`src/rtl/stopwatch_pkg.sv`:
```
package stopwatch_pkg;

    typedef enum logic [1:0] {
        SW_STOPPED  = 2'd0,
        SW_RUNNING  = 2'd1,
        SW_CLEARING = 2'd2
    } sw_state_e;

    typedef struct packed {
        logic en;
        logic zero;
    } sw_strobe_t;

endpackage

```
`src/rtl/stopwatch_fsm.sv`:
```
module stopwatch_fsm
    import stopwatch_pkg::*;
(
    input  logic       clk,
    input  logic       rst,
    input  logic       btn_run,
    input  logic       btn_clear,
    output sw_strobe_t strobe
);

    sw_state_e state_q;
    sw_state_e state_d;

    // Transition selection: clear outranks run in every state.
    always_comb begin
        unique case (state_q)
            SW_STOPPED,
            SW_RUNNING,
            SW_CLEARING: begin
                if (btn_clear)    state_d = SW_CLEARING;   // GO_CLEAR
                else if (btn_run) state_d = SW_RUNNING;    // GO_RUN
                else              state_d = SW_STOPPED;    // GO_STOP
            end
            default:              state_d = SW_STOPPED;
        endcase
    end

    // State register
    always_ff @(posedge clk) begin
        if (rst) state_q <= SW_STOPPED;
        else     state_q <= state_d;
    end

    // Moore output decode
    always_comb begin
        strobe = '0;
        unique case (state_q)
            SW_STOPPED:  strobe = '0;
            SW_RUNNING:  strobe.en   = 1'b1;
            SW_CLEARING: strobe.zero = 1'b1;
            default:     strobe = '0;
        endcase
    end

endmodule

```
`src/rtl/stopwatch_counter.sv`:
```
module stopwatch_counter #(
    parameter int WIDTH = 16
) (
    input  logic             clk,
    input  logic             rst,
    input  logic             en,
    input  logic             zero,
    output logic [WIDTH-1:0] value
);

    localparam logic [WIDTH-1:0] STEP = {{(WIDTH-1){1'b0}}, 1'b1};

    logic [WIDTH-1:0] value_q;

    // Zero has priority; natural modulo-2^WIDTH wrap on increment.
    always_ff @(posedge clk) begin
        if (rst || zero) value_q <= '0;
        else if (en)     value_q <= value_q + STEP;
    end

    assign value = value_q;

endmodule

```
`src/rtl/stopwatch_core.sv`:
```
module stopwatch_core
    import stopwatch_pkg::*;
#(
    parameter int WIDTH = 16
) (
    input  logic             clk,
    input  logic             rst,
    input  logic             btn_run,
    input  logic             btn_clear,
    output logic             cnt_en,
    output logic             cnt_zero,
    output logic [WIDTH-1:0] elapsed
);

    sw_strobe_t strobe;

    stopwatch_fsm u_fsm (
        .clk       (clk),
        .rst       (rst),
        .btn_run   (btn_run),
        .btn_clear (btn_clear),
        .strobe    (strobe)
    );

    stopwatch_counter #(.WIDTH(WIDTH)) u_cnt (
        .clk   (clk),
        .rst   (rst),
        .en    (strobe.en),
        .zero  (strobe.zero),
        .value (elapsed)
    );

    assign cnt_en   = strobe.en;
    assign cnt_zero = strobe.zero;

endmodule

```
`config.mk`:
```
export PLATFORM = sky130hd
export DESIGN_NAME = stopwatch_core
export DESIGN_NICKNAME = d
export VERILOG_FILES = /design/src/rtl/stopwatch_pkg.sv /design/src/rtl/stopwatch_fsm.sv /design/src/rtl/stopwatch_counter.sv /design/src/rtl/stopwatch_core.sv
export SDC_FILE = /design/constraint.sdc
export NUM_CORES = 1
export LEC_CHECK = 0
export ABC_CLOCK_PERIOD_IN_PS = 2600
export BUFFER_PORTS_ARGS = -buffer_cell sky130_fd_sc_hd__buf_2
export CORE_UTILIZATION = 35
export CTS_BUF_LIST = sky130_fd_sc_hd__clkbuf_16
export DETAILED_ROUTE_END_ITERATION = 16
export PLACE_DENSITY_LB_ADDON = 0.05
export SLEW_MARGIN = 10
export SYNTH_ARGS = -nofsm -noshare
export SYNTH_HDL_FRONTEND = slang
export SYNTH_SLANG_ARGS = --single-unit
```
`constraint.sdc`:
```
create_clock -name clk -period 2.6 [get_ports clk]
set_input_delay 0.52 -clock clk [delete_from_list [all_inputs] [get_ports clk]]
set_output_delay 0.52 -clock clk [all_outputs]
set_load 0.03 [all_outputs]
```
== Yosys cells after proc, flatten, opt, wreduce, memory -nomap -nowiden ==
Index checks and enable logic that the tools add are counted.

* Word-level logic and storage cells: 16
* Bits in registers: 18
* Output and inout port bits: 18

* $add $sub $neg: 1
* Reductions and logical operators: 5
* Muxes and demuxes: 4
* Equal/unequal tests: 2
* Bitwise gates (word level): 1

{| class="wikitable"
|+ Operators with widths
! operator !! number
|-
| $add A16 B1 Y16 const B || 1
|-
| $reduce_or A3 Y1 || 2
|-
| $mux W1 || 3
|-
| $eq A2 B1 Y1 const B || 1
|-
| $eq A2 B2 Y1 const B || 1
|-
| $logic_not A2 Y1 || 1
|-
| $mux W2 || 1
|-
| $reduce_or A2 Y1 || 1
|-
| $logic_or A1 B1 Y1 || 1
|-
| $not A1 Y1 || 1
|}

== Depth between registers and ports, before layout ==
* Depth after elaboration: 4
* Mapped depth: 6

== By module ==
From an unflattened synthesis, not the netlist that was laid out.

* Cells, all modules: 88
* Area total of the unflattened synthesis: 794.5 um^2

{| class="wikitable"
|+ Modules (own cells, without submodules)
! module !! cells an instance !! times used !! area each (um^2)
|-
| stopwatch_counter || 81 || 1 || 716.9
|-
| stopwatch_fsm || 7 || 1 || 77.6
|}

== Worst setup path before layout ==
Ideal clock, no wire load.

* Path type: flip-flop to flip-flop
* Start point: reg u_cnt.value_q[0] (netlist: u_cnt.value[0])
* End point: reg u_cnt.value_q[14] (netlist: u_cnt.value[14])
* Setup time: 70 ps
* Stages on the path, launching flop included: 7
* Slack: 958 ps
* Path buffers: 1
* Arrival: 1572 ps
* Required time: 2530 ps
* Path through: dfxtp_1 ha_1 and4b_1 buf_4 nand3_2 or3_1 a21oi_1

* Word-level cells in the longest chain between the ends: 1

{| class="wikitable"
|+ Ends and longest elaborated chain
! what !! RTL line !! source
|-
| start, declared || stopwatch_counter.sv:13 || <nowiki>logic [WIDTH-1:0] value_q;</nowiki>
|-
| start signal, assigned || stopwatch_counter.sv:18 || <nowiki>else if (en) value_q <= value_q + STEP;</nowiki>
|-
| $add A16 B1 Y16 || stopwatch_counter.sv:18 ||
|}

Every way passes these cells.
A chain may end at the register's enable or synchronous reset.

== Worst setup path after layout ==
* Start point: reg u_fsm.state_q[0]
* End point: out cnt_en

* Word-level cells in the longest chain between the ends: 2

{| class="wikitable"
|+ Ends and longest elaborated chain
! what !! RTL line !! source
|-
| start, declared || stopwatch_fsm.sv:11 || <nowiki>sw_state_e state_q;</nowiki>
|-
| start signal, assigned || stopwatch_fsm.sv:31 || <nowiki>else state_q <= state_d;</nowiki>
|-
| $eq A2 B1 Y1 || stopwatch_fsm.sv:37 || <nowiki>unique case (state_q)</nowiki>
|-
| $mux W1 || stopwatch_fsm.sv:37 ||
|-
| end, declared || stopwatch_core.sv:10 || <nowiki>output logic cnt_en,</nowiki>
|}

Every way passes these cells.

==> reports/results.ini <==
[power]
switching_share_pct = 18.7
cellLeakagePower_nw = 0.438
ir_drop_v = 0.000318
p_int_w = 0.000488
p_clk_share_pct = 49.8
power_frac_seq_pct = 46.8
p_switching_w = 0.000112
pwr-share-comb_pct = 3.4
p_per_area_mw_per_mm2 = 607

[min_path]
hold_path_class = in -> reg
whs_path_depth = 2

[sta]
fin_tns_setup_ns = 0
rsz0062_at_grt = false
hold_violations = 0
period_minus_slack_ns = 1.74
setup_viol = 0
whs_ns = 0.484
skew_ns = 0.00262
maxSlewViolCount = 0
relSlewSlack_pct = 77.8
fmax_ghz = 0.576
tightest_slew_ns = 0.333
post-route-period-util_pct = 66.8

[floorplan]
die_w_um = 49.8
die_y_um = 49.8
ios = 22
start_util_pct = 39.1
rows = 16
die_area_mm2 = 0.00248
coreArea_mm2 = 0.00204

[placed_design]
io_buffers = 21
placed_cell_area_um2 = 913
place_congestion = 0.724

[clocking]
cts_buffers = 3
postCtsHoldBufs = 0
post_cts.repair.setup_buffers = 0
ctsResizeCount = 0
cts-root-buf = clkbuf_16
clk_path_buf_depth = 2
cts_num_sinks = 18
clkSlewWorstSetupHoldPaths_ns = 0.05
cts_tree = done
clkLatencyLatePin_ns = 0.24
htree_levels = 1

[setup_path]
r2r_slack_ns = 1.00
reg2reg_depth = 5
cp-end-kind = output pin
startpoint_type = register
criticalPathCategory = reg -> out
crit_arrival_ns = 1.22
cp_max_fo = 5
cp.required_ns = 2.08

[global_route]
grt_pass1_wl_um = 2550
grt_pass1_vias = 561
antenna_found_initial = 0
grt_max_degree = 17
grt_overflow = 0
track_usage_pct = 14.0

[routing]
post_drt_wl_per_cell_um = 11.3
drtIter0Drc = 4
drc = 0
firstDrtPassIters = 2
routed_wl_um = 1500
via_per_inst = 4.91
routed-via-count = 653
antenna_left = 0

[cells_and_area]
fill_cells = 230
final_common_cell = buf_2
diodes = 0
nets = 113
drive_gt1_share_pct = 26.4
final_cell_mix = buf_2 (21), dfxtp_1 (18), nor2_1 (12)
postLayoutCellArea_um2 = 988
syn2layout_area_growth_pct = 23.8
multi_input_area_um2 = 414
regArea_um2 = 360

[logic_synthesis]
synthCells = 86
synth_nets = 91
yosysUniqueCellTypes = 25
ys_seq_area_share_pct = 45.1
ys_ff_latch = 18
yosysWarnings = 0
syn_area_per_cell_um2 = 9.28
syn_area_um2 = 798

[job]
drv_cap = 0

[run_status]
outcome = completed

## power groups by stage
stage	Combinational (W)	Clock (W)	Sequential (W)
after floorplan	0.0000138	0	0.000287
after global placement	0.0000206	0	0.000286
after detailed placement	0.0000210	0	0.000286
after CTS	0.0000209	0.000308	0.000280
after global routing	0.0000227	0.000323	0.000281
final	0.0000205	0.000299	0.000281
## path summary, 6_finish.rpt
check | to | from
hold / removal | u_fsm.state_q[1] | btn_clear
setup reg to reg | u_cnt.value[14] | u_cnt.value[0]
setup / recovery | cnt_en | u_fsm.state_q[0]
hold reg to reg | u_cnt.value[14] | u_cnt.value[14]
## final cells by class
class                      count  area share, %
sequential                    18           36.5
timing repair buffer          21           10.6
multi-input combinational     64           41.9
tap                           27           3.42
clock buffer                   3           7.59
## through the flow
| stage | total power [W] | cells | util (%) | setup WS (ns) |
|---|---|---|---|---|
| after detailed placement | 0.000307 | 130 | 44.7 | 1.01 |
| after floorplan | 0.000301 | 86 | - | 0.958 |
| after CTS | 0.000610 | 133 | 48.4 | 0.849 |
| after global routing | 0.000626 | 133 | 48.4 | 0.735 |
| final | 0.000600 | 133 | 48.4 | 0.863 |
| after global placement | 0.000307 | 130 | 44.7 | 1.03 |
## cells in the mapped netlist (all sizes together)
cell type	n	area, um^2
dfxtp	18	360
nor2	12	45.0
xor2	10	87.6
nand2	6	22.5
a21oi	5	25.0
nand4	5	46.3
nand3	4	25.0
o21ai	4	20.0
or3	4	25.0
buf	3	20.0
and2	2	15.0
and4	2	17.5
and4b	2	20.0
nor2b	2	12.5
and3	1	6.26
and3b	1	8.76
clkbuf	1	3.75
ha	1	12.5
mux2i	1	10.0
or2	1	6.26
xnor2	1	8.76
## logic make-up (layout without fill, tap and decap cells)
| group | count (synthesis) | in the layout | share of synthesized area (%) |
|---|---|---|---|
| AND/OR/NAND/NOR | 42 | 42 | 31.3 |
| buffers and inverters | 4 | 24 | 2.98 |
| AO/OA/AOI/OAI | 9 | 9 | 5.64 |
| adder cells (fa/ha/maj) | 1 | 1 | 1.57 |
| multiplexers | 1 | 1 | 1.25 |
| XOR/XNOR | 11 | 11 | 12.1 |
| flip-flops | 18 | 18 | 45.1 |
## metal layers
| metal | track usage, % | wire length, um | vias to the layer above |
|---|---|---|---|
| met5 | 0 | 0 | - |
| met4 | 7.14 | 29 | 0 |
| met3 | 4.63 | 56 | 5 |
| met2 | 19.8 | 657 | 14 |
| met1 | 18.6 | 755 | 295 |
| li1 | - | - | 339 |
## critical path, stage by stage, from the launching register on
cell and delay, ns:
dfxtp_1 0.37, nor2b_1 0.33, buf_2 0.27
## sequential cells by signal (all words and copies together) (netlist names)
register,flops
u_fsm.state_q,2
u_cnt.value,16
Note: power is estimated with default switching activity, not from simulation.
